$ cat src/rtl/rp_boot_pkg.sv
package rp_boot_pkg;
  localparam int NDOM = 3;

  // Encoding order is the execution order; the FSM advances by +1.
  typedef enum logic [4:0] {
    ST_IDLE, ST_ASSERT, ST_LTSSM_OFF, ST_DEVTYPE, ST_HOLD,
    ST_PERST_IN, ST_PERST_OUT, ST_AUX,
    ST_CREQ_M, ST_CSTOP_M, ST_CREQ_S, ST_CSTOP_S, ST_CREQ_D, ST_CSTOP_D,
    ST_PWUP, ST_BTN, ST_WE_ON, ST_WIDTH, ST_SPEED, ST_CLASS, ST_WE_OFF,
    ST_LINK
  } step_e;
endpackage

$ cat src/rtl/rp_hold_timer.sv
module rp_hold_timer #(
  parameter int unsigned HOLD_CYC = 7500000
) (
  input  logic clk,
  input  logic rst_n,
  input  logic run_i,
  output logic expire_o
);
  localparam int CW = (HOLD_CYC > 1) ? $clog2(HOLD_CYC) : 1;
  localparam logic [CW-1:0] LAST = CW'(HOLD_CYC - 1);

  logic [CW-1:0] cnt_q, cnt_d;

  always_comb cnt_d = run_i ? cnt_q + 1'b1 : '0;

  always_ff @(posedge clk or negedge rst_n) begin
    if (!rst_n) cnt_q <= '0;
    else        cnt_q <= cnt_d;
  end

  assign expire_o = run_i && (cnt_q == LAST);
endmodule

$ cat src/rtl/rp_step_fsm.sv
module rp_step_fsm
  import rp_boot_pkg::*;
(
  input  logic  clk,
  input  logic  rst_n,
  input  logic  start_i,
  input  logic  expire_i,
  output step_e step_o,
  output logic  hold_o
);
  step_e step_q, step_d;

  always_comb begin
    unique case (step_q)
      ST_IDLE: step_d = start_i  ? ST_ASSERT   : ST_IDLE;
      ST_HOLD: step_d = expire_i ? ST_PERST_IN : ST_HOLD;
      ST_LINK: step_d = ST_IDLE;
      default: step_d = step_e'(step_q + 5'd1);
    endcase
  end

  always_ff @(posedge clk or negedge rst_n) begin
    if (!rst_n) step_q <= ST_IDLE;
    else        step_q <= step_d;
  end

  assign step_o = step_q;
  assign hold_o = (step_q == ST_HOLD);
endmodule

$ cat src/rtl/rp_ctl_bank.sv
module rp_ctl_bank
  import rp_boot_pkg::*;
#(
  parameter logic [3:0]  DEV_TYPE  = 4'd4,
  parameter logic [3:0]  LANES     = 4'd4,
  parameter logic [3:0]  MAX_SPEED = 4'd2,
  parameter logic [23:0] CLASS     = 24'h060400
) (
  input  logic            clk,
  input  logic            rst_n,
  input  step_e           step_i,
  output logic            done_o,
  output logic            perst_in_n_o,
  output logic            perst_out_n_o,
  output logic            pwup_rst_n_o,
  output logic            btn_rst_n_o,
  output logic            rst_sel_o,
  output logic            aux_pwr_det_o,
  output logic [NDOM-1:0] clk_req_o,
  output logic [NDOM-1:0] clk_stop_o,
  output logic [3:0]      dev_type_o,
  output logic            ro_wr_en_o,
  output logic [3:0]      cap_width_o,
  output logic [3:0]      cap_speed_o,
  output logic [23:0]     class_code_o,
  output logic            link_en_o
);
  logic go;
  assign go = (step_i == ST_ASSERT);

  // reset lines and select
  always_ff @(posedge clk or negedge rst_n) begin
    if (!rst_n) begin
      perst_in_n_o  <= 1'b0;
      perst_out_n_o <= 1'b0;
      pwup_rst_n_o  <= 1'b0;
      btn_rst_n_o   <= 1'b0;
      rst_sel_o     <= 1'b0;
      aux_pwr_det_o <= 1'b0;
    end else if (go) begin
      perst_in_n_o  <= 1'b0;
      perst_out_n_o <= 1'b0;
      pwup_rst_n_o  <= 1'b0;
      btn_rst_n_o   <= 1'b0;
      rst_sel_o     <= 1'b1;
      aux_pwr_det_o <= 1'b0;
    end else begin
      if (step_i == ST_PERST_IN)  perst_in_n_o  <= 1'b1;
      if (step_i == ST_PERST_OUT) perst_out_n_o <= 1'b1;
      if (step_i == ST_AUX)       aux_pwr_det_o <= 1'b1;
      if (step_i == ST_PWUP)      pwup_rst_n_o  <= 1'b1;
      if (step_i == ST_BTN)       btn_rst_n_o   <= 1'b1;
    end
  end

  // per-domain clock request then clock stop release
  for (genvar d = 0; d < NDOM; d++) begin : g_dom
    localparam step_e REQ_ST = step_e'(5'(int'(ST_CREQ_M) + 2*d));
    localparam step_e STP_ST = step_e'(5'(int'(ST_CREQ_M) + 2*d + 1));
    logic req_q, stop_q;
    always_ff @(posedge clk or negedge rst_n) begin
      if (!rst_n) begin
        req_q  <= 1'b0;
        stop_q <= 1'b1;
      end else if (go) begin
        req_q  <= 1'b0;
        stop_q <= 1'b1;
      end else begin
        if (step_i == REQ_ST) req_q  <= 1'b1;
        if (step_i == STP_ST) stop_q <= 1'b0;
      end
    end
    assign clk_req_o[d]  = req_q;
    assign clk_stop_o[d] = stop_q;
  end

  // configuration fields and write window
  always_ff @(posedge clk or negedge rst_n) begin
    if (!rst_n) begin
      dev_type_o   <= '0;
      ro_wr_en_o   <= 1'b0;
      cap_width_o  <= '0;
      cap_speed_o  <= '0;
      class_code_o <= '0;
    end else begin
      if (step_i == ST_DEVTYPE) dev_type_o   <= DEV_TYPE;
      if (step_i == ST_WE_ON)   ro_wr_en_o   <= 1'b1;
      if (step_i == ST_WE_OFF)  ro_wr_en_o   <= 1'b0;
      if (step_i == ST_WIDTH)   cap_width_o  <= LANES;
      if (step_i == ST_SPEED)   cap_speed_o  <= MAX_SPEED;
      if (step_i == ST_CLASS)   class_code_o <= CLASS;
    end
  end

  // link enable and completion pulse
  always_ff @(posedge clk or negedge rst_n) begin
    if (!rst_n) begin
      link_en_o <= 1'b0;
      done_o    <= 1'b0;
    end else begin
      if (step_i == ST_LTSSM_OFF)            link_en_o <= 1'b0;
      else if (step_i == ST_LINK && !link_en_o) link_en_o <= 1'b1;
      done_o <= (step_i == ST_LINK);
    end
  end
endmodule

$ cat src/rtl/rp_boot_seq.sv
module rp_boot_seq
  import rp_boot_pkg::*;
#(
  parameter int unsigned TICKS_PER_MS = 50000,
  parameter int unsigned HOLD_MS      = 150,
  parameter logic [3:0]  DEV_TYPE     = 4'd4,
  parameter logic [3:0]  LANES        = 4'd4,
  parameter logic [3:0]  MAX_SPEED    = 4'd2,
  parameter logic [23:0] CLASS        = 24'h060400
) (
  input  logic        clk,
  input  logic        rst_n,
  input  logic        start_i,
  output logic        done_o,
  output logic        perst_in_n_o,
  output logic        perst_out_n_o,
  output logic        pwup_rst_n_o,
  output logic        btn_rst_n_o,
  output logic        rst_sel_o,
  output logic        aux_pwr_det_o,
  output logic [2:0]  clk_req_o,
  output logic [2:0]  clk_stop_o,
  output logic [3:0]  dev_type_o,
  output logic        ro_wr_en_o,
  output logic [3:0]  cap_width_o,
  output logic [3:0]  cap_speed_o,
  output logic [23:0] class_code_o,
  output logic        link_en_o
);
  localparam int unsigned HOLD_CYC = TICKS_PER_MS * HOLD_MS;

  step_e step;
  logic  hold, expire;

  rp_step_fsm u_fsm (
    .clk(clk), .rst_n(rst_n), .start_i(start_i), .expire_i(expire),
    .step_o(step), .hold_o(hold)
  );

  rp_hold_timer #(.HOLD_CYC(HOLD_CYC)) u_tmr (
    .clk(clk), .rst_n(rst_n), .run_i(hold), .expire_o(expire)
  );

  rp_ctl_bank #(
    .DEV_TYPE(DEV_TYPE), .LANES(LANES), .MAX_SPEED(MAX_SPEED), .CLASS(CLASS)
  ) u_bank (
    .clk(clk), .rst_n(rst_n), .step_i(step), .done_o(done_o),
    .perst_in_n_o(perst_in_n_o), .perst_out_n_o(perst_out_n_o),
    .pwup_rst_n_o(pwup_rst_n_o), .btn_rst_n_o(btn_rst_n_o),
    .rst_sel_o(rst_sel_o), .aux_pwr_det_o(aux_pwr_det_o),
    .clk_req_o(clk_req_o), .clk_stop_o(clk_stop_o),
    .dev_type_o(dev_type_o), .ro_wr_en_o(ro_wr_en_o),
    .cap_width_o(cap_width_o), .cap_speed_o(cap_speed_o),
    .class_code_o(class_code_o), .link_en_o(link_en_o)
  );
endmodule

$ cat config.mk
export PLATFORM = sky130hd
export DESIGN_NAME = rp_boot_seq
export DESIGN_NICKNAME = d
export VERILOG_FILES = /design/src/rtl/rp_boot_pkg.sv /design/src/rtl/rp_hold_timer.sv /design/src/rtl/rp_step_fsm.sv /design/src/rtl/rp_ctl_bank.sv /design/src/rtl/rp_boot_seq.sv
export SDC_FILE = /design/constraint.sdc
export NUM_CORES = 1
export LEC_CHECK = 0
export ABC_AREA = 0
export BUFFER_PORTS_ARGS = -buffer_cell sky130_fd_sc_hd__buf_4
export CAP_MARGIN = 20
export CORE_UTILIZATION = 59
export DETAILED_ROUTE_END_ITERATION = 10
export PLACE_DENSITY_LB_ADDON = 0.1
export SLEW_MARGIN = 15
export SYNTH_ARGS = -nofsm -noshare
export SYNTH_HDL_FRONTEND = slang
export SYNTH_SLANG_ARGS = --single-unit
$ cat constraint.sdc
create_clock -name clk -period 2.57 [get_ports clk]
set_input_delay 0.3855 -clock clk [delete_from_list [all_inputs] [get_ports clk]]
set_output_delay 0.3855 -clock clk [all_outputs]
set_load 0.01 [all_outputs]
==> results of run 1 <==
## worst paths after layout
kind	cells past startpoint	endpoint	from	slack, ns
min in group clk	1	u_bank.cap_width_o[2]	u_bank.cap_width_o[2]	0.48
setup / recovery	5	u_tmr.cnt_q[22]	u_tmr.cnt_q[0]	0.82
hold / removal	1	u_tmr.cnt_q[8]	rst_n	0.08
max in group asynchronous	1	u_bank.dev_type_o[2]	rst_n	2.10
setup reg to reg	5	u_tmr.cnt_q[22]	u_tmr.cnt_q[0]	0.82
hold reg to reg	1	u_bank.cap_width_o[2]	u_bank.cap_width_o[2]	0.48
## area by class of cell
type | instances | area share (%)
inverters | 6 | 0.846
multi-input cells | 198 | 42.5
well taps | 50 | 2.35
clock inverters | 2 | 0.470
repair buffers | 24 | 6.77
clock buffers | 6 | 2.73
flip-flops and latches | 47 | 44.3
## stage by stage
step / worst slack [ns] / hold WS, ns / instances / cell area [um^2]
after detailed placement: 0.859 / 0.426 / 325 / 2580
final: 0.817 / 0.0821 / 333 / 2660
after floorplan: 0.980 / 0.0899 / 299 / 2670
after CTS: 0.821 / 0.101 / 333 / 2660
after global routing: 0.658 / 0.125 / 333 / 2660
after global placement: 0.908 / 0.429 / 325 / 2580
## flip-flops by register name, summed over array words and instances, names as in the netlist, 3 cells and up
register,cells
u_tmr.cnt_q,23
u_bank.g_dom.req_q,3
u_fsm.step_o,5
u_bank.g_dom.stop_q,3
## critical path, cell delays in order, from the launching register on
cell and delay (ns):
dfrtp_1 0.43, ha_1 0.24, and4_4 0.29, nand4_4 0.15, or4_1 0.43, a21oi_1 0.15
## cell families (layout without fill, tap and decap cells)
group | count (synthesis) | after routing | synth area share, %
other | 1 | 30 | 0.147
muxes | 3 | 3 | 1.22
and+or+nand+nor | 98 | 98 | 20.6
AOI/OAI and AO/OA | 49 | 49 | 10.9
adders and majority gates | 6 | 6 | 2.93
xor gates and xnor gates | 12 | 12 | 4.11
buffers and inverters | 54 | 38 | 13.9
DFF | 47 | 47 | 46.1
## layer usage
layer  GRT usage [%]  vias to the layer above  share of wire [%]  wire length (um)
met1            31.6                      852                 49              2190
met4            6.25                        0               0.96                43
met5               0                        -                  0                 0
met3            6.17                        5                6.4               287
li1                -                      882                  -                 -
met2            33.9                       79                 44              1960
## cell usage in the layout, fill, tap and decap left out, types with 3 or more instances in the layout
cell type and n:
ha_1 6, dfrtp_1 44, nand2_1 19, inv_1 6, o21ai_0 12, o21bai_1 3
xnor2_1 3, nor4b_1 3, and3_1 3, nor2_1 26, nand4_1 3, nand3_1 17
buf_4 24, or3_1 5, xor2_1 9, or4_1 3, dfstp_2 3, o31ai_1 4
a21oi_1 25, clkbuf_8 5, conb_1 30
## report_power, final
part / total, mW / switching [mW] / internal [mW]
clock: 0.435 / 0.245 / 0.190
sequential: 0.996 / 0.138 / 0.858
combinational: 0.684 / 0.396 / 0.288
total: 2.11 / 0.779 / 1.34
==> reports/summary.txt, run 1 <==
vias in the first global route = 1,620
VDD IR-drop max = 0.000575 V
detailed router's first-iteration violation count = 210
multi-input logic area = 1130 um^2
Post-DRT Antenna Nets = 0
Port Buffers = 23
status = finished, final reports clean
top-count cell post-synth = dfrtp_1
Worst setup SP type = flop
sequential-to-total area share from yosys stat = 46.1%
TNS Setup = 0 ns
share of layout cells above drive strength 1 = 15.5%
Relative slew margins = 61.5%
Chip Width = 67.9 um
fillers = 353
Worst EP arrival = 1.98 ns
die footprint = 4600 um^2
CTS root buffer = clkbuf_8
final WL = 4480 um
Clock Latency Late Sink = 0.30 ns
CTS resizes = 0
CP Capture Type = flop
Setup Viol. Count Final = 0
Syn Inst Count = 270
clk_skew = 0.00654 ns
final hold vios = 0
class of the worst hold path = in -> async
Initial Util = 62.6%
IO Pins = 54
via count = 1,818
routability cong. = 0.792
leakage power = 1.21 nW
cts bufs inserted = 5
All-Layer GR Usage = 22.4%
Pwr Density = 795 nW/um^2
Wirelength per Cell = 13.5 um
vias per cell = 5.46
TritonCTS clock tree = yes
Pwr Total = 2.11 mW
DRT Pass-1 Iters = 4
WS Path Type = reg -> reg
RSZ-0062 raised after global routing = false
top-area cell type share of the netlist area = 43.0%
DRC viols = 0
dpl hpwl = 3150 um
clk buf depth = 2
# rows = 23
post-synth cell types = 41
fin crit share = 68.2%
Syn-to-layout area delta = 4.01%
max cap viols = 0
ANT cells = 0
cts hold-fix bufs = 0
clock slew at reported path FFs = 0.08 ns
largest cells by area after synthesis = dfrtp_1 (43%), buf_4 (11%), a21oi_1 (4.9%), nor2_1 (3.8%), nand3_1 (3.3%)
chip height = 67.9 um
slew of the pin with the lowest slew margin = 0.578 ns
first-pass GRT wire length = 7540 um
post-synthesis cell area = 2560 um^2
Synth Area per Inst = 9.48 um^2
cell accounting for the most synthesized area = dfrtp_1
Yosys warning total = 0
EDFF count, synth = 0
Core Area = 4090 um^2
max-slew violations = 0
Seq cells post-synth = 47
largest net degree at the start of global routing = 48
Sink Count = 47
min Tclk post-route = 1.75 ns
Layout Nets = 291
CP max FO = 10
H-Tree Depth = 2
post-CTS setup buffer count = 0
fraction of registers with async set or reset after synthesis = 100%
Post-synth top cells = dfrtp_1 (44), buf_4 (39), nor2_1 (26)
main flop type after synthesis = dfrtp_1
final core occ = 65.1%
Register Area = 1180 um^2
initial antenna violation count = 0
WP data required = 2.79 ns
GR Overflow Total = 0
Fmax achieved = 570 MHz
(Power assumes the default switching activity.)
==> inputs of run 2 (changes only) <==
--- a/config.mk
+++ b/config.mk
@@ -8,7 +8,7 @@
 export ABC_AREA = 0
 export BUFFER_PORTS_ARGS = -buffer_cell sky130_fd_sc_hd__buf_4
 export CAP_MARGIN = 20
-export CORE_UTILIZATION = 59
+export CORE_UTILIZATION = 54
 export DETAILED_ROUTE_END_ITERATION = 10
 export PLACE_DENSITY_LB_ADDON = 0.1
 export SLEW_MARGIN = 15
==> constraint.sdc (replaced) <==
create_clock -name clk -period 1.85 [get_ports clk]
set_input_delay 0.2775 -clock clk [delete_from_list [all_inputs] [get_ports clk]]
set_output_delay 0.2775 -clock clk [all_outputs]
set_load 0.01 [all_outputs]
==> run 2 against run 1 <==
  * Worst hold slack improved by 0.40 ns
  * Sequential power increased by 35%
  * Flip-flop and latch count unchanged
  * Critical endpoint unchanged
  * Largest power group unchanged
==> reports/summary.txt, run 2 (synthesis results as in run 1) <==
Worst setup SP type = flop
clk_skew = 0.00704 ns
DP Cell Count = 333
first-pass GRT wire length = 7690 um
final WL = 4610 um
WP data required = 2.07 ns
met2 GRT Util = 29.6%
max reg flops = 23
largest net degree at the start of global routing = 48
WS Path Type = reg -> reg
IO Pins = 54
most common cell after layout, fill and taps aside = dfrtp_1
CP max FO = 10
vias in the first global route = 1,650
combinational power share = 35.4%
Seq pwr share = 44.7%
Port Buffers = 23
# rows = 24
Top reg by flops = u_tmr.cnt_q
Pwr Total = 3.00 mW
leakage power = 1.25 nW
max-slew violations = 0
VDD IR-drop max = 0.000663 V
RSZ-0062 raised after global routing = false
Pwr Density = 1110 nW/um^2
grt met3 use = 3.85%
initial antenna violation count = 0
CTS root buffer = clkbuf_8
Clk pwr share = 19.9%
crit path launch = u_tmr.cnt_q[0]
TNS Setup = 0 ns
final core occ = 61.1%
cell area after layout = 2720 um^2
Fmax achieved = 569 MHz
Switching Share = 36.6%
CTS resizes = 0
via count = 1,856
Final Non-Filler Cells = 342
R2R Setup Slk = 0.09 ns
Setup Viol. Count Final = 0
class of the worst hold path = reg -> reg
slew of the pin with the lowest slew margin = 0.587 ns
DRT Pass-1 Iters = 7
fin crit share = 95.1%
post-CTS setup buffer count = 0
gr busiest metal = met2
DRC viols = 0
Reg-to-Reg Start = u_tmr.cnt_q[0]
TritonCTS clock tree = yes
Final WS setup = 0.0910 ns
Syn-to-layout area delta = 6.21%
Wirelength per Cell = 13.5 um
Net Switching = 1.10 mW
CP Capture Type = flop
Core Area = 4440 um^2
min Tclk post-route = 1.76 ns
cts bufs inserted = 5
detailed router's first-iteration violation count = 213
Sink Count = 47
grt met1 use = 28.2%
routability cong. = 0.824
Relative slew margins = 60.9%
cts hold-fix bufs = 1
final hold vios = 0
Layout Nets = 298
chip height = 70.8 um
share of layout cells above drive strength 1 = 17.6%
clk buf depth = 2
Initial Util = 57.6%
most frequent cells in the layout = dfrtp_1 (44), conb_1 (30), buf_4 (30)
GR Overflow Total = 0
All-Layer GR Usage = 19.8%
status = finished, final reports clean
max cap viols = 0
Post-DRT Antenna Nets = 0
Hold Slack = 0.477 ns
Chip Width = 70.8 um
hold path start = u_bank.cap_speed_o[1]
Setup WS pre-CTS = 0.137 ns
Placed Area = 2620 um^2
Cell Int Power = 1.91 mW
H-Tree Depth = 2
vias per cell = 5.43
dpl hpwl = 3200 um
Worst EP arrival = 1.98 ns
ANT cells = 0
Clock Latency Late Sink = 0.30 ns
clock slew at reported path FFs = 0.09 ns
die footprint = 5020 um^2
[run 2: cell count changes in the layout (fill, tap and decap cells not counted)]
cell	before	now
clkinvlp_4	1	0
clkbuf_1	1	0
dlygate4sd3_1	0	1
buf_4	24	30
clkinv_2	1	3
[run 2: area by class of cell]
| class | instances | area (um^2) |
|---|---|---|
| fill | 409 | 1730 |
| sequential | 47 | 1180 |
| multi-input combinational | 198 | 1130 |
| timing repair buffer | 31 | 235 |
| clock buffer | 5 | 68.8 |
| tap | 52 | 65.1 |
| inverter | 6 | 22.5 |
| clock inverter | 3 | 15.0 |
[run 2: routing by layer]
layer,vias up,share of wire [%]
met5,-,0
met4,0,1.9
met3,8,5.2
met2,77,44
met1,870,49
li1,901,-
[run 2: power groups by stage]
stage	logic (mW)	clock network, mW	registers (mW)
after detailed placement	1.06	0	1.36
after global routing	1.19	0.652	1.36
after global placement	1.06	0	1.36
after CTS	1.07	0.611	1.34
after floorplan	0.764	0	1.33
final	1.06	0.599	1.34
[run 2: worst max-delay path, cell delays in order (launching register included)]
cell and delay, ns:
dfrtp_1 0.42, ha_1 0.23, and4_4 0.28, nand4_4 0.15
or4_1 0.43, a21oi_1 0.17
[run 2: worst paths after layout]
check | to | cells past startpoint
max in group asynchronous | u_tmr.cnt_q[12] | 2
worst min register to register | u_bank.cap_speed_o[1] | 1
min in group asynchronous | u_tmr.cnt_q[9] | 2
worst max-delay path | u_tmr.cnt_q[22] | 5
worst min-delay path | u_bank.cap_speed_o[1] | 1
worst max register to register | u_tmr.cnt_q[22] | 5
